### src/rtl/acc_cpu.sv
module acc_cpu #(
  parameter int MEM_WORDS   = 1024,
  parameter int WORD_W      = 24,
  parameter int STACK_DEPTH = 10,
  localparam int AW  = $clog2(MEM_WORDS),
  localparam int SPW = $clog2(STACK_DEPTH + 1)
) (
  input  logic              clk,
  input  logic              rst_n,
  input  logic              run,
  output logic [AW-1:0]     mem_addr,
  output logic [WORD_W-1:0] mem_wdata,
  output logic              mem_we,
  input  logic [WORD_W-1:0] mem_rdata,
  output logic              halted,
  output logic              fault,
  output logic [2:0]        fault_code,
  output logic [1:0]        cond_code
);
  localparam logic [7:0] OP_LDA  = 8'h00, OP_LDX  = 8'h04, OP_STA  = 8'h0C,
                         OP_STX  = 8'h10, OP_COMP = 8'h28, OP_TIX  = 8'h2C,
                         OP_J    = 8'h3C, OP_ADD  = 8'h40, OP_JSUB = 8'h48,
                         OP_RSUB = 8'h4C, OP_LDCH = 8'h50, OP_STCH = 8'h54,
                         OP_HALT = 8'hFF;
  localparam logic [2:0] FC_OPCODE = 3'd1, FC_ADDR = 3'd2, FC_OVER = 3'd3, FC_UNDER = 3'd4;
  localparam logic [WORD_W:0] LIM  = (WORD_W+1)'(MEM_WORDS);
  localparam logic [AW:0]     LIMP = (AW+1)'(MEM_WORDS);

  typedef enum logic [2:0] {S_FETCH, S_DEC, S_IND, S_INDW, S_OPER, S_EXEC, S_HALT, S_FAULT} state_t;

  state_t            st;
  logic [AW:0]       pc;
  logic [WORD_W-1:0] a, x, ea;
  logic [7:0]        op;
  logic              imm;
  logic [1:0]        cc;
  logic [2:0]        fc;
  logic [SPW-1:0]    sp;
  logic [AW-1:0]     stk [STACK_DEPTH];

  wire [7:0]        op_n    = mem_rdata[WORD_W-1 -: 8];
  wire              imm_n   = mem_rdata[WORD_W-9];
  wire              idx_n   = mem_rdata[WORD_W-10];
  wire              ind_n   = mem_rdata[WORD_W-11];
  wire [WORD_W:0]   ea_n    = (WORD_W+1)'(mem_rdata[WORD_W-12:0]) + (idx_n ? {1'b0, x} : '0);
  wire [WORD_W-1:0] imm_val = WORD_W'(mem_rdata[WORD_W-10:0]);
  wire [WORD_W-1:0] opnd    = imm ? ea : mem_rdata;
  wire [WORD_W-1:0] x_inc   = x + 1'b1;
  wire              ea_bad  = {1'b0, ea} >= LIM;
  wire              stk_full = sp == SPW'(STACK_DEPTH);
  wire legal_n = op_n inside {OP_LDA, OP_LDX, OP_STA, OP_STX, OP_COMP, OP_TIX, OP_J,
                              OP_ADD, OP_JSUB, OP_RSUB, OP_LDCH, OP_STCH, OP_HALT};
  wire store_n = op_n inside {OP_STA, OP_STX, OP_STCH};
  wire push    = st == S_OPER && op == OP_JSUB && !ea_bad && !stk_full;

  function automatic logic [1:0] cmp3(input logic [WORD_W-1:0] l, input logic [WORD_W-1:0] r);
    return (l == r) ? 2'd0 : (l < r) ? 2'd1 : 2'd2;
  endfunction

  assign mem_addr   = (st == S_FETCH) ? pc[AW-1:0] : ea[AW-1:0];
  assign mem_we     = (st == S_OPER && (op == OP_STA || op == OP_STX)) ||
                      (st == S_EXEC && op == OP_STCH);
  assign mem_wdata  = (st == S_EXEC) ? {mem_rdata[WORD_W-1:8], a[7:0]} : (op == OP_STX ? x : a);
  assign halted     = st == S_HALT;
  assign fault      = st == S_FAULT;
  assign fault_code = fc;
  assign cond_code  = cc;

  always_ff @(posedge clk)
    if (push) stk[sp] <= pc[AW-1:0];

  always_ff @(posedge clk) begin
    if (!rst_n) begin
      st <= S_FETCH; pc <= '0; a <= '0; x <= '0; ea <= '0;
      op <= '0; imm <= 1'b0; cc <= '0; fc <= '0; sp <= '0;
    end else begin
      case (st)
        S_FETCH: if (run) begin
          if (pc >= LIMP) begin fc <= FC_ADDR; st <= S_FAULT; end
          else begin pc <= pc + 1'b1; st <= S_DEC; end
        end
        S_DEC: begin
          op  <= op_n;
          imm <= imm_n;
          if (!legal_n || (imm_n && store_n)) begin fc <= FC_OPCODE; st <= S_FAULT; end
          else if (op_n == OP_HALT) st <= S_HALT;
          else if (op_n == OP_RSUB) begin
            if (sp == '0) begin fc <= FC_UNDER; st <= S_FAULT; end
            else begin pc <= {1'b0, stk[sp - 1'b1]}; sp <= sp - 1'b1; st <= S_FETCH; end
          end
          else if (imm_n) begin ea <= imm_val; st <= S_OPER; end
          else if (ea_n >= LIM) begin fc <= FC_ADDR; st <= S_FAULT; end
          else begin ea <= ea_n[WORD_W-1:0]; st <= ind_n ? S_IND : S_OPER; end
        end
        S_IND: st <= S_INDW;
        S_INDW: begin
          if ({1'b0, mem_rdata} >= LIM) begin fc <= FC_ADDR; st <= S_FAULT; end
          else begin ea <= mem_rdata; st <= S_OPER; end
        end
        S_OPER: case (op)
          OP_STA, OP_STX: st <= S_FETCH;
          OP_J: begin
            if (ea_bad) begin fc <= FC_ADDR; st <= S_FAULT; end
            else begin pc <= {1'b0, ea[AW-1:0]}; st <= S_FETCH; end
          end
          OP_JSUB: begin
            if (ea_bad) begin fc <= FC_ADDR; st <= S_FAULT; end
            else if (stk_full) begin fc <= FC_OVER; st <= S_FAULT; end
            else begin pc <= {1'b0, ea[AW-1:0]}; sp <= sp + 1'b1; st <= S_FETCH; end
          end
          default: st <= S_EXEC;
        endcase
        S_EXEC: begin
          case (op)
            OP_LDA:  a <= opnd;
            OP_LDX:  x <= opnd;
            OP_ADD:  a <= a + opnd;
            OP_LDCH: a[7:0] <= opnd[7:0];
            OP_COMP: cc <= cmp3(a, opnd);
            OP_TIX:  begin x <= x_inc; cc <= cmp3(x_inc, opnd); end
            default: ;
          endcase
          st <= S_FETCH;
        end
        default: ;
      endcase
    end
  end
endmodule


### config.mk
export PLATFORM = sky130hd
export DESIGN_NAME = acc_cpu
export DESIGN_NICKNAME = d
export VERILOG_FILES = /design/src/rtl/acc_cpu.sv
export SDC_FILE = /design/constraint.sdc
export NUM_CORES = 1
export LEC_CHECK = 0
export BUFFER_PORTS_ARGS = -buffer_cell sky130_fd_sc_hd__clkbuf_2
export CAP_MARGIN = 0
export CELL_PAD_IN_SITES_DETAIL_PLACEMENT = 0
export CELL_PAD_IN_SITES_GLOBAL_PLACEMENT = 1
export CORE_MARGIN = 8
export CORE_UTILIZATION = 30
export CTS_BUF_LIST = sky130_fd_sc_hd__clkbuf_2
export DETAILED_ROUTE_END_ITERATION = 12
export PLACE_DENSITY = 0.6
export SETUP_SLACK_MARGIN = 0.4
export SYNTH_ARGS = -nofsm -noshare
export SYNTH_HDL_FRONTEND = slang
export SYNTH_SLANG_ARGS = --single-unit
### constraint.sdc
create_clock -name clk -period 4.56 [get_ports clk]
set_clock_uncertainty 0.1 [all_clocks]
set_input_delay 0.912 -clock clk [delete_from_list [all_inputs] [get_ports clk]]
set_output_delay 0.912 -clock clk [all_outputs]
set_load 0.02 [all_outputs]
# Yosys cells after proc, flatten, opt, wreduce, memory -nomap -nowiden
# Memory sizes are Yosys's and may differ from the RTL's.
# Index checks and enable logic that the tools add are counted.
[word_totals] ff_bits=104 ramBits=100 output_inout_bits=42 memories=1
[memory_table] name="stk" depth=10 word_bits=10 read_ports=1 rd_ports_with_merged_regs=0 write_ports=1 line="39" source="logic [AW-1:0] stk [STACK_DEPTH];"
[op_classes] add_sub_neg=6 magnitude_cmp=6 eq_ne=56 n_mux=70 n_reduce_logical=38
[ops] cell="$mux 24" count=10
[ops] cell="$mux 11" count=9
[ops] cell="$pmux 24 s2" count=2
[ops] cell="$eq 8x7->1 const B" count=9
[ops] cell="$mux 3" count=24
[ops] cell="$eq 24x24->1" count=2
[ops] cell="$eq 8x6->1 const B" count=6
[ops] cell="$ge 24x11->1 const B" count=2
[ops] cell="$lt 24x24->1" count=2
[ops] cell="$pmux 11 s3" count=1
[ops] cell="$pmux 16 s2" count=1
[ops] cell="$mux 4" count=7
[ops] cell="$add 13x24->25" count=1
[ops] cell="$ge 25x11->1 const B" count=1
[ops] cell="$add 24x1->24 const B" count=1
[ops] cell="$add 24x24->24" count=1
[ops] cell="$ne 2x2->1 const B" count=11
[ops] cell="$pmux 11 s2" count=1
[ops] cell="$reduce_and 11->1" count=2
[ops] cell="$ne 3x3->1 const B" count=6
[ops] cell="$pmux 3 s6" count=1
[ops] cell="$eq 8x3->1 const B" count=2
[ops] cell="$eq 8x4->1 const B" count=2
[ops] cell="$eq 8x5->1 const B" count=2
[ops] cell="36 further kinds" count=70

# Depth between registers and ports, before layout
# Gate-level depths: netlist of the first run.
[logic_depth] ltp_word=9 mapped_depth=17

# Least setup slack after synthesis of the first run
# No wires, ideal clock.
[synth_timing] path_type="input to register" startpoint="input port mem_rdata[14]" endpoint="register ea[18]" t_arrival_ns=4.297 required_time_ns=4.344 slack_ns=0.048 stages=16 cell_sequence="clkbuf_1 clkbuf_1 clkbuf_1 and2_1 ha_1 fa_1 a21o_1 a221oi_2 o21ai_1 a31o_1 a221oi_1 nand4_1 nor4_4 a311oi_4 buf_6 and3_1"
[synth_between] elab_chain_len=8
[synth_lines] item="start: declaration" line="14" source="input logic [WORD_W-1:0] mem_rdata,"
[synth_lines] item="parallel branches: the longest is 8 deep, another holds $add 13x24->25"
[synth_lines] item="end signal: assignment" line="93" source="else begin ea <= ea_n[WORD_W-1:0]; st <= ind_n ? S_IND : S_OPER; end"
[synth_lines] item="end: declaration" line="33" source="logic [WORD_W-1:0] a, x, ea;"
# Parallel ways; which one is timed is not known. The select of a mux whose other input is x is not followed.
# A chain may end at the register's enable or synchronous reset.

# Worst setup path in the final report of the first run
[layout_timing] startpoint="register x[0]" endpoint="register cc[0], in the netlist cond_code[0]"
[layout_between] elab_chain_len=5
[layout_lines] item="start: declaration" line="33"
[layout_lines] item="start signal: assignment" line="116" source="OP_LDX: x <= opnd;"
[layout_lines] item="start signal: assignment" line="120" source="OP_TIX: begin x <= x_inc; cc <= cmp3(x_inc, opnd); end"
[layout_lines] item="$add 24x1->24 (*)" line="48" source="wire [WORD_W-1:0] x_inc = x + 1'b1;"
[layout_lines] item="$lt 24x24->1" line="57" source="return (l == r) ? 2'd0 : (l < r) ? 2'd1 : 2'd2;"
[layout_lines] item="$mux 2" line="57"
[layout_lines] item="$mux 2 (*)" line="57"
[layout_lines] item="$pmux 2 s2 (*)" line="114" source="case (op)"
[layout_lines] item="end signal: assignment" line="119" source="OP_COMP: cc <= cmp3(a, opnd);"
[layout_lines] item="end signal: assignment" line="120"
[layout_lines] item="end: declaration" line="36" source="logic [1:0] cc;"
# Every way passes the cells marked *; elsewhere a longest branch is shown, timed or not.

==> qor.csv, run 1 <==
metric,value,unit
"Critical Path, Cell by Cell",buf_4 > nand2_1 > nor3_2 > and3_4 > nand3_1 > or2_2 > xnor2_1 > ha_1 > a21o_1 > a21o_1 > a21o_1 > a21o_1 > a21o_1 > a21oi_1 > o22ai_1 > or3b_2 > a21oi_1,
"critical path fanouts, max",7,
Area Growth Syn to Fin,13.4,%
"FFs w/ async S/R, synth",0,%
"Slew Viols, Final",0,
Slowest cell on crit path,or3b_2,
outcome,"finished, final reports clean",
worst path arrival time,4.75,ns
unrepaired setup endpoints after global routing,yes,
CTS sink count,204,
Clock Latency Late Sink,1.02,ns
WS Path Type,reg -> reg,
cell area after synthesis,14100,um^2
Die W,232,um
Vias,11900,
library cells used by synthesis,85,
"Top cell by count, worst path",a21o_1,
Final Wtd Congestion,0.840,
Final Hold Violating Endpoints,0,
DR iter-0 viols,921,
number of setup buffers added after CTS,0,
post-route minimum period,3.96,ns
grt peak-use layer,met2,
clock root buffer,clkbuf_2,
"EDFF count, synth",100,
"area leader, netlist",edfxtp_1,
Yosys warning count,0,
max-cap viol count,0,
Crit. End Element,flip-flop,
Final nets,1779,
CTS tree,done,
overall routing resource usage,16.0,%
Hold Crit Class,in -> reg,
final setup violating endpoints,0,
register bit total from synthesis,204,
I/O pins,69,
routed wire length,44.3,mm
Via density,5.14,
Post-CTS Hold Buffers,0,
Mapped Cells,1561,
DIE HEIGHT,232,um
worst path required time,5.35,ns
met3 usage in global routing,2.92,%
power density over cell area,430,nW/um^2
worst-margin pin slew,1.04,ns
met1 Use GR,21.1,%
register area share after synthesis,36.2,%
"top cells by area, synth","edfxtp_1 21%, dfxtp_1 15%, ha_1 8.1%, mux2i_1 5.1%, nand2_1 4.7%",
DP Area,15300,um^2
Final Cell Area,15900,um^2
CTS Buf Count,56,
port buffer count,68,
vias in the first global route,11800,
fraction of layout cells with a size suffix above 1,18.9,%
"Power, Total",6.86,mW
core region area,46400,um^2
Hold WS,0.184,ns
antenna violations before repair,5,
Clock Tree Buf Depth,3,
first drt pass iteration count,5,
Synth Flop Type,dfxtp_1,
CP peak stage delay,0.46,ns
largest net degree at the start of global routing,51,
period utilisation layout,86.8,%
relative slew slack,30.6,%
GR Util met2,26.4,%
htree depth,2,
Yosys top cell area share,21.4,%
Post-DRT Antenna Nets,0,
Leakage Power,6.62,nW
Worst Setup Start Kind,flip-flop,
mean post-synth cell area,9.01,um^2
remaining global-route overflow,0,
"Core Util, Final",34.4,%
FP Rows,79,
Max Fclk,253,MHz
starting density of the core,30.3,%
syn_nets,1681,
worst vdd ir,0.000301,V
FF-to-FF setup slack,0.60,ns
WL per Instance,19.1,um
Worst-path clk slew,0.11,ns
first-pass GRT wire length,68.3,mm
setup TNS,0,ns
DPL Wire Length,33.1,mm
DR DRC count,0,
die area,54000,um^2
-- synthesized netlist by cell type, types with 7 or more instances --
| cell type | number |
|---|---|
| a211oi_1 | 35 |
| a21o_1 | 22 |
| a21oi_1 | 128 |
| a221oi_1 | 12 |
| a31oi_1 | 8 |
| and2_1 | 21 |
| and3_1 | 29 |
| buf_1 | 9 |
| buf_2 | 10 |
| clkbuf_1 | 76 |
| dfxtp_1 | 104 |
| edfxtp_1 | 100 |
| ha_1 | 91 |
| inv_1 | 58 |
| mux2_2 | 23 |
| mux2i_1 | 72 |
| mux4_2 | 20 |
| nand2_1 | 175 |
| nand2b_1 | 13 |
| nand3_1 | 45 |
| nand4_1 | 20 |
| nor2_1 | 132 |
| nor2b_1 | 23 |
| nor3_1 | 29 |
| nor4_1 | 10 |
| o211ai_1 | 30 |
| o21a_1 | 14 |
| o21ai_0 | 53 |
| o21bai_1 | 9 |
| or4_1 | 7 |
| xnor2_1 | 41 |
| xor2_1 | 24 |
-- state kept, by name (all words and copies together), names as in the netlist --
| signal | count |
|---|---|
| cond_code | 2 |
| pc | 11 |
| st | 3 |
| stk | 100 |
| op | 8 |
| ea | 24 |
| imm | 1 |
| sp | 4 |
| fault_code | 3 |
| a | 24 |
| x | 24 |
-- power by group --
group          switching [mW]  internal [mW]  total (mW)
registers               0.258           2.11        2.37
logic                    1.89           1.24        3.13
clock network           0.858          0.502        1.36
-- path summary, 6_finish.rpt --
path	from	end	cells after the start
worst max-delay path	x[0]$_SDFFE_PN0P_	cond_code[0]$_SDFFE_PN0P_	17
worst max register to register	x[0]$_SDFFE_PN0P_	cond_code[0]$_SDFFE_PN0P_	17
worst min-delay path	mem_rdata[18]	op[2]$_SDFFE_PN0P_	3
worst min register to register	op[1]$_SDFFE_PN0P_	op[1]$_SDFFE_PN0P_	2
-- worst max-delay path: cells and delay by family, from the launching register on --
family	cells	cell delay, ns
and+or+nand+nor	6	1.50
AOI/OAI and AO/OA	8	1.26
adders and majority gates	1	0.32
DFF	1	0.35
buffers and inverters	1	0.16
xor gates and xnor gates	1	0.14
-- per-layer routing --
metal	routed length (um)	vias up	part of all wire, %
met2	20800	272	47
met4	1020	2	2.3
met5	15	-	0.034
li1	-	5956	-
met1	20300	5621	46
met3	2150	60	4.9
-- stage by stage --
stage	worst slack [ns]	cells
floorplan	0.170	1561
global placement	0.225	2208
detailed placement	0.137	2208
CTS	0.406	2313
global route	0.349	2318
finish	0.600	2318
-- logic make-up (layout without fill, tap and decap cells) --
group | after synthesis | after routing | share of synthesized area (%)
other | 0 | 5 | 0
DFF | 204 | 204 | 36.2
buffers and inverters | 157 | 302 | 4.40
muxes | 116 | 116 | 10.3
and+or+nand+nor | 549 | 549 | 18.9
xor gates and xnor gates | 65 | 65 | 4.05
AOI/OAI and AO/OA | 377 | 377 | 17.8
adders and majority gates | 93 | 93 | 8.38
-- area by class of cell --
type                            count  area, um^2
Antenna cell                        5        12.5
Sequential cell                   204        5090
Multi-Input combinational cell   1200        8460
Tap cell                          607         759
Clock inverter                     24         123
Inverter                           59         221
Clock buffer                       81         405
Fill cell                        4857       30400
Timing Repair Buffer              138         866
-- layout by cell type (no fill, tap or decap), drive strengths merged, types with 31 or more instances in the layout --
master	n
inv	60
ha	91
and3	33
xnor2	41
o211ai	31
buf	70
o21ai	56
a211oi	38
clkbuf	149
nor2	132
mux2i	72
edfxtp	100
a21oi	129
nand2	176
dfxtp	104
nand3	45
-- repair_timing --
action / CTS / global route
gates resized for setup: 7 / 12
pin swaps: 0 / 3
setup endpoints to repair: 11 / 10
No activity file was read; power rests on OpenSTA's default activity.
==> run 2, diff against run 1 <==
- ABC_AREA: unset -> 1
- CAP_MARGIN: 0 -> unset
- CORE_MARGIN: 8 -> 2
- PLACE_DENSITY: 0.6 -> 0.62
==> qor.csv, run 2 <==
metric,value,unit,change
Final Hold Violating Endpoints,0,,unchanged
most frequent cells in the layout,"453 x nand2_1, 270 x inv_1, 216 x a21oi_1",,"was 175 x nand2_1, 149 x clkbuf_2, 131 x nor2_1"
Yosys top cell area share,20.9,%,was 21.4%
I/O pins,69,,unchanged
outcome,"finished, final reports clean",,unchanged
Worst-path clk slew,0.10,ns,was 0.11 ns
area of the multi-input gates,7950,um^2,was 8460 um^2
first drt pass iteration count,5,,unchanged
first-pass GRT wire length,77.4,mm,was 68.3 mm
FP Rows,80,,was 79
antenna violations before repair,1,,was 5
remaining global-route overflow,0,,unchanged
grt peak-use layer,met2,,unchanged
routed wire length,50.9,mm,was 44.3 mm
syn_nets,2147,,was 1681
CP top delay family,buffers and inverters,,was simple AND/OR/NAND/NOR gates
clock power share,19.2,%,was 19.8%
Synth Flop Type,dfxtp_1,,unchanged
met3 usage in global routing,2.99,%,was 2.92%
Switch Pwr,3.74,mW,was 3.01 mW
"Top cell by count, worst path",inv_1,,was a21o_1
"critical path fanouts, max",17,,was 7
switching share of power,49.1,%,was 43.8%
cell area after synthesis,14400,um^2,was 14100 um^2
Yosys warning count,0,,unchanged
register area,5090,um^2,about the same
FF-to-FF setup slack,0.71,ns,was 0.60 ns
"count leader, synth",nand2_1,,unchanged
port buffer count,68,,unchanged
CTS tree,done,,unchanged
worst vdd ir,0.000248,V,was 0.000301 V
CP Buf/Inv Count,5,,was 1
"commonest non-fill, non-tap cell in the layout",nand2_1,,unchanged
met1 Use GR,24.9,%,was 21.1%
Post-Place Worst Slack,0.365,ns,was 0.137 ns
Internal,3.87,mW,was 3.85 mW
DR iter-0 viols,823,,was 921
htree depth,2,,unchanged
Clock Latency Late Sink,1.04,ns,was 1.02 ns
Vias,14000,,was 11900
unrepaired setup endpoints after global routing,yes,,unchanged
worst path required time,3.55,ns,was 5.35 ns
largest reg by FF count,stk,,unchanged
CTS Buf Count,60,,was 56
largest net degree at the start of global routing,69,,was 51
Post-DRT Antenna Nets,0,,unchanged
"Slew Viols, Final",0,,unchanged
Final Cell Area,16200,um^2,was 15900 um^2
"EDFF count, synth",100,,unchanged
Post-Place Cells,2686,,was 2208
DR DRC count,0,,unchanged
post-route minimum period,3.97,ns,was 3.96 ns
synth cell count leaders,"454 x nand2_1, 271 x inv_1, 216 x a21oi_1",,"was 175 x nand2_1, 132 x nor2_1, 128 x a21oi_1"
GR Util met2,35.6,%,was 26.4%
library cells used by synthesis,58,,was 85
max reg flops,100,,unchanged
Final nets,2256,,was 1779
"top cells by area, synth","edfxtp_1 21%, dfxtp_1 14%, nand2_1 12%, ha_1 7.9%, a21oi_1 7.5%",,"was edfxtp_1 21%, dfxtp_1 15%, ha_1 8.1%, mux2i_1 5.1%, nand2_1 4.7%"
register area share after synthesis,35.4,%,was 36.2%
die area,49700,um^2,was 54000 um^2
CP peak stage delay,0.39,ns,was 0.46 ns
DPL Wire Length,39.0,mm,was 33.1 mm
Crit. End Element,output pin,,was flip-flop
Clock Tree Buf Depth,3,,unchanged
power density over cell area,469,nW/um^2,was 430 nW/um^2
relative slew slack,40.7,%,was 30.6%
WS Path Type,reg -> out,,was reg -> reg
Mapped Cells,2027,,was 1561
period utilisation layout,87.1,%,was 86.8%
Via density,4.99,,was 5.14
mean post-synth cell area,7.09,um^2,was 9.01 um^2
DP Area,15600,um^2,was 15300 um^2
Max Fclk,252,MHz,was 253 MHz
DIE HEIGHT,223,um,was 232 um
Slowest cell on crit path,a22oi_1,,was or3b_2
Area Growth Syn to Fin,13.0,%,was 13.4%
clock root buffer,clkbuf_2,,unchanged
worst setup margin,0.587,ns,was 0.600 ns
Die W,223,um,was 232 um
starting density of the core,30.2,%,was 30.3%
Reg power frac,31.3,%,was 34.5%
Final Wtd Congestion,0.881,,was 0.840
setup TNS,0,ns,unchanged
Hold Crit Class,in -> reg,,unchanged
Leakage Power,7.52,nW,was 6.62 nW
Fill cells,5235,,was 4857
max-cap viol count,0,,unchanged
vias in the first global route,13400,,was 11800
Worst Setup Start Kind,flip-flop,,unchanged
Gate power share,49.5,%,was 45.6%
core region area,47500,um^2,was 46400 um^2
WL per Instance,18.2,um,was 19.1 um
fraction of layout cells with a size suffix above 1,13.4,%,was 18.9%
register bit total from synthesis,204,,unchanged
"Core Util, Final",34.2,%,was 34.4%
"FFs w/ async S/R, synth",0,%,unchanged
CTS sink count,204,,unchanged
worst path arrival time,2.96,ns,was 4.75 ns
final setup violating endpoints,0,,unchanged
"Critical Path, Cell by Cell",nor2_2 > inv_1 > nor3_2 > inv_1 > nor4_4 > buf_6 > inv_2 > nand2_1 > a22oi_1 > clkbuf_2,,was buf_4 > nand2_1 > nor3_2 > and3_4 > nand3_1 > or2_2 > xnor2_1 > ha_1 > a21o_1 > a21o_1 > a21o_1 > a21o_1 > a21o_1 > a21oi_1 > o22ai_1 > or3b_2 > a21oi_1
overall routing resource usage,20.2,%,was 16.0%
"area leader, netlist",edfxtp_1,,unchanged
post-route insts no fill,2800,,was 2318
worst-margin pin slew,0.886,ns,was 1.04 ns
-- run 2: cell types whose count changed after synthesis, sizes merged, moves of 23 or more --
cell / change
a211oi: -33
a21oi: +88
and3: -32
inv: +222
mux2i: -71
nand2: +282
nand3: +64
nor2: +55
nor2b: -23
o21ai: +114
xnor2: -31
-- run 2: metal layers --
metal | up-vias | part of all wire [%]
met4 | 0 | 3.3
li1 | 7042 | -
met3 | 96 | 3.8
met5 | - | 0
met2 | 300 | 49
met1 | 6530 | 44
-- run 2: cells by family (layout without fill, tap and decap cells) --
family / count (synthesis) / after routing / synth area share, %
other: 0 / 1 / 0
muxes: 5 / 5 / 0.383
and+or+nand+nor: 823 / 823 / 24.3
DFF: 204 / 204 / 35.4
buffers and inverters: 364 / 521 / 9.68
xor gates and xnor gates: 42 / 42 / 2.56
AOI/OAI and AO/OA: 496 / 496 / 19.5
adders and majority gates: 93 / 93 / 8.20
-- run 2: path summary, 6_finish.rpt --
kind | startpoint | to | cells past startpoint
min | mem_rdata[5] | ea[5]$_SDFFE_PN0P_ | 3
max | op[0]$_SDFFE_PN0P_ | mem_wdata[8] | 10
min reg2reg | ea[15]$_SDFFE_PN0P_ | ea[15]$_SDFFE_PN0P_ | 2
max reg2reg | x[4]$_SDFFE_PN0P_ | cond_code[0]$_SDFFE_PN0P_ | 21
-- run 2: power groups by stage --
stage | sequential [mW] | clock [mW] | combinational (mW)
2_1_floorplan | 2.31 | 0 | 2.51
3_3_place_gp | 2.41 | 0 | 3.74
3_5_place_dp | 2.42 | 0 | 3.74
4_1_cts | 2.38 | 1.52 | 3.79
5_1_grt | 2.42 | 1.60 | 4.22
6_report | 2.38 | 1.46 | 3.77
-- run 2: area by class of cell --
type                    instances  area share (%)
flip-flops and latches        204            31.4
inverters                     287            6.66
clock buffers                  99            3.05
repair buffers                124            4.81
well taps                     615            4.74
multi-input cells            1459            49.0
diodes                          1          0.0154
clock inverters                11           0.408
-- run 2: timing repair --
item | CTS | global route
hold buffers | 0 | 0
gates cloned | 0 | 0
buffers inserted | 3 | 0
gates resized for setup | 7 | 13
setup endpoints to repair | 10 | 19
pin swaps | 1 | 0
-- run 2: stage by stage --
stage / power [mW] / hold slack, ns
final: 7.61 / 0.164
after global routing: 8.23 / 0.0674
after CTS: 7.69 / 0.0262
after detailed placement: 6.16 / 0.351
after global placement: 6.15 / 0.346
after floorplan: 4.83 / 0.333
-- run 2: tightest hold or removal path, stage by stage --
cell and delay, ns:
clkbuf_2 0.13, mux2i_1 0.14, a21oi_1 0.08
==> run 3, diff against run 2 <==
- GPL_TIMING_DRIVEN: unset -> 0
- PLACE_DENSITY: 0.62 -> 0.6
- clock period: 4.56 -> 3.89 ns (I/O delays scaled with it)
==> qor.csv, run 3 (synthesis results as in run 2) <==
metric,value,unit,change
largest reg by FF count,stk,,unchanged
worst-margin pin slew,1.02,ns,was 0.886 ns
largest net degree at the start of global routing,17,,was 69
core region area,47500,um^2,unchanged
power density over cell area,548,nW/um^2,was 469 nW/um^2
Post-Place Worst Slack,-0.599,ns,was 0.365 ns
DIE HEIGHT,223,um,unchanged
Fill cells,5180,,was 5235
path depth of the worst reg2reg path,22,,was 21
CP Buf/Inv Count,5,,unchanged
Worst-path clk slew,0.09,ns,was 0.10 ns
Final Hold Violating Endpoints,0,,unchanged
fraction of layout cells with a size suffix above 1,18.0,%,was 13.4%
I/O pins,69,,unchanged
Via density,5.08,,was 4.99
Post-Place Cells,2709,,was 2686
Final Wtd Congestion,0.892,,was 0.881
worst r2r src,x[0]$_SDFFE_PN0P_,,was x[4]$_SDFFE_PN0P_
Area Growth Syn to Fin,21.2,%,was 13.0%
DR iter-0 viols,1015,,was 823
Leakage Power,7.85,nW,was 7.52 nW
first-pass GRT wire length,84.3,mm,was 77.4 mm
Clock Latency Late Sink,1.02,ns,was 1.04 ns
max reg flops,100,,unchanged
Max Fclk,275,MHz,
FP Rows,80,,unchanged
CTS Buf Count,59,,was 60
first drt pass iteration count,7,,was 5
CTS tree,done,,unchanged
hold path cells,5,,was 3
FF-to-FF setup slack,0.29,ns,was 0.71 ns
relative slew slack,31.4,%,was 40.7%
DR DRC count,0,,unchanged
"Core Util, Final",36.6,%,was 34.2%
routed wire length,56.0,mm,was 50.9 mm
Final nets,2321,,was 2256
"Critical Path, Cell by Cell",nor2_4 > inv_2 > nor3_4 > inv_2 > nor4_4 > buf_6 > nand2_8 > buf_8 > mux2_4 > buf_8,,was nor2_2 > inv_1 > nor3_2 > inv_1 > nor4_4 > buf_6 > inv_2 > nand2_1 > a22oi_1 > clkbuf_2
overall routing resource usage,22.3,%,was 20.2%
worst path arrival time,2.76,ns,was 2.96 ns
antenna violations before repair,2,,was 1
hold worst-path end,ea[6]$_SDFFE_PN0P_,,was ea[5]$_SDFFE_PN0P_
post-route insts no fill,2859,,was 2800
CP peak stage delay,0.34,ns,was 0.39 ns
setup TNS,0,ns,unchanged
most frequent cells in the layout,"433 x nand2_1, 264 x inv_1, 202 x a21oi_1",,"was 453 x nand2_1, 270 x inv_1, 216 x a21oi_1"
worst vdd ir,0.000282,V,was 0.000248 V
starting density of the core,30.2,%,unchanged
Slowest cell on crit path,dfxtp_2,,was a22oi_1
Post-DRT Antenna Nets,0,,unchanged
hold path start,mem_rdata[6],,was mem_rdata[5]
DPL Wire Length,43.9,mm,was 39.0 mm
"critical path fanouts, max",5,,was 17
Crit. End Element,output pin,,unchanged
"Slew Viols, Final",0,,unchanged
WS Path Type,reg -> out,,unchanged
Vias,14500,,was 14000
Worst Setup Start Kind,flip-flop,,unchanged
final setup violating endpoints,0,,unchanged
Hold WS,0.103,ns,was 0.164 ns
Hold Crit Class,in -> reg,,unchanged
CTS sink count,204,,unchanged
remaining global-route overflow,0,,unchanged
R2R Path End,cond_code[0]$_SDFFE_PN0P_,,unchanged
post-route minimum period,3.63,ns,
Die W,223,um,unchanged
port buffer count,67,,was 68
htree depth,2,,unchanged
unrepaired setup endpoints after global routing,yes,,unchanged
period utilisation layout,93.4,%,
die area,49700,um^2,unchanged
worst setup margin,0.256,ns,was 0.587 ns
max-cap viol count,0,,unchanged
outcome,"finished, final reports clean",,unchanged
clock root buffer,clkbuf_2,,unchanged
worst path required time,3.01,ns,was 3.55 ns
CP top delay family,buffers and inverters,,unchanged
vias in the first global route,14200,,was 13400
Clock Tree Buf Depth,3,,unchanged
WL per Instance,19.6,um,was 18.2 um
"commonest non-fill, non-tap cell in the layout",nand2_1,,unchanged
run 3: cell types whose count changed in the layout (fill, tap and decap cells not counted), moves of 12 or more:
cell	change
a22oi_2	+12
a21oi_1	-14
clkbuf_2	-25
nand2_1	-20
o21ai_0	-26
clkbuf_1	+47
a22oi_1	-12
run 3: final cells by class:
class                      instances  area, um^2  share of cell area, %
inverter                         287        1090                   6.24
clock buffer                      91         455                   2.61
multi-input combinational       1459        8620                   49.5
antenna                            2        5.00                 0.0287
buffer                            77         420                   2.41
clock inverter                    11        51.3                  0.294
tap                              615         769                   4.42
sequential                       204        5100                   29.3
timing repair buffer             113         908                   5.21
run 3: how the worst max path moves through the flow:
stage / from / end / slack, ns / cells after the start
6_report: op[0]$_SDFFE_PN0P_ / mem_wdata[6] / 0.26 / 10
3_3_place_gp: mem_rdata[14] / ea[10]$_SDFFE_PN0P_ / -0.58 / 25
2_1_floorplan: mem_rdata[14] / ea[10]$_SDFFE_PN0P_ / 0.38 / 26
3_5_place_dp: mem_rdata[14] / ea[11]$_SDFFE_PN0P_ / -0.60 / 25
5_1_grt: x[1]$_SDFFE_PN0P_ / cond_code[0]$_SDFFE_PN0P_ / 0.06 / 25
4_1_cts: op[1]$_SDFFE_PN0P_ / mem_wdata[10] / 0.03 / 12
run 3: routing by layer:
metal	vias to the layer above	wire, um	global-route usage (%)
met3	103	2350	3.37
li1	7187	-	-
met5	-	12	0
met1	6874	24700	28.2
met4	2	1990	8.64
met2	354	27000	38.1
run 3: tightest hold or removal path, stage by stage:
cell	delay, ns
clkbuf_2	0.13
nand2_1	0.05
o21ai_0	0.06
nor2_1	0.05
nor2_1	0.08
run 3: power by group:
group	switching [mW]	total [mW]	leakage (nW)	internal, mW
Sequential	0.283	2.79	1.77	2.50
Clock	1.02	1.64	0.400	0.618
Combinational	3.57	5.13	5.69	1.56
run 3: timing repair:
action,4_1_cts,5_1_grt
buffers inserted,30,10
resized for setup,150,167
hold buffers,3,0
cloned,2,1
endpoints found under the setup margin,69,151
hold endpoints to repair,3,0
pin swaps,22,30
run 3: per-stage QoR:
stage	cell area [um^2]	total power, mW
after floorplan	14400	5.66
after global placement	15500	7.34
after detailed placement	15500	7.36
after CTS	16800	9.35
after global routing	17400	10.3
final	17400	9.56
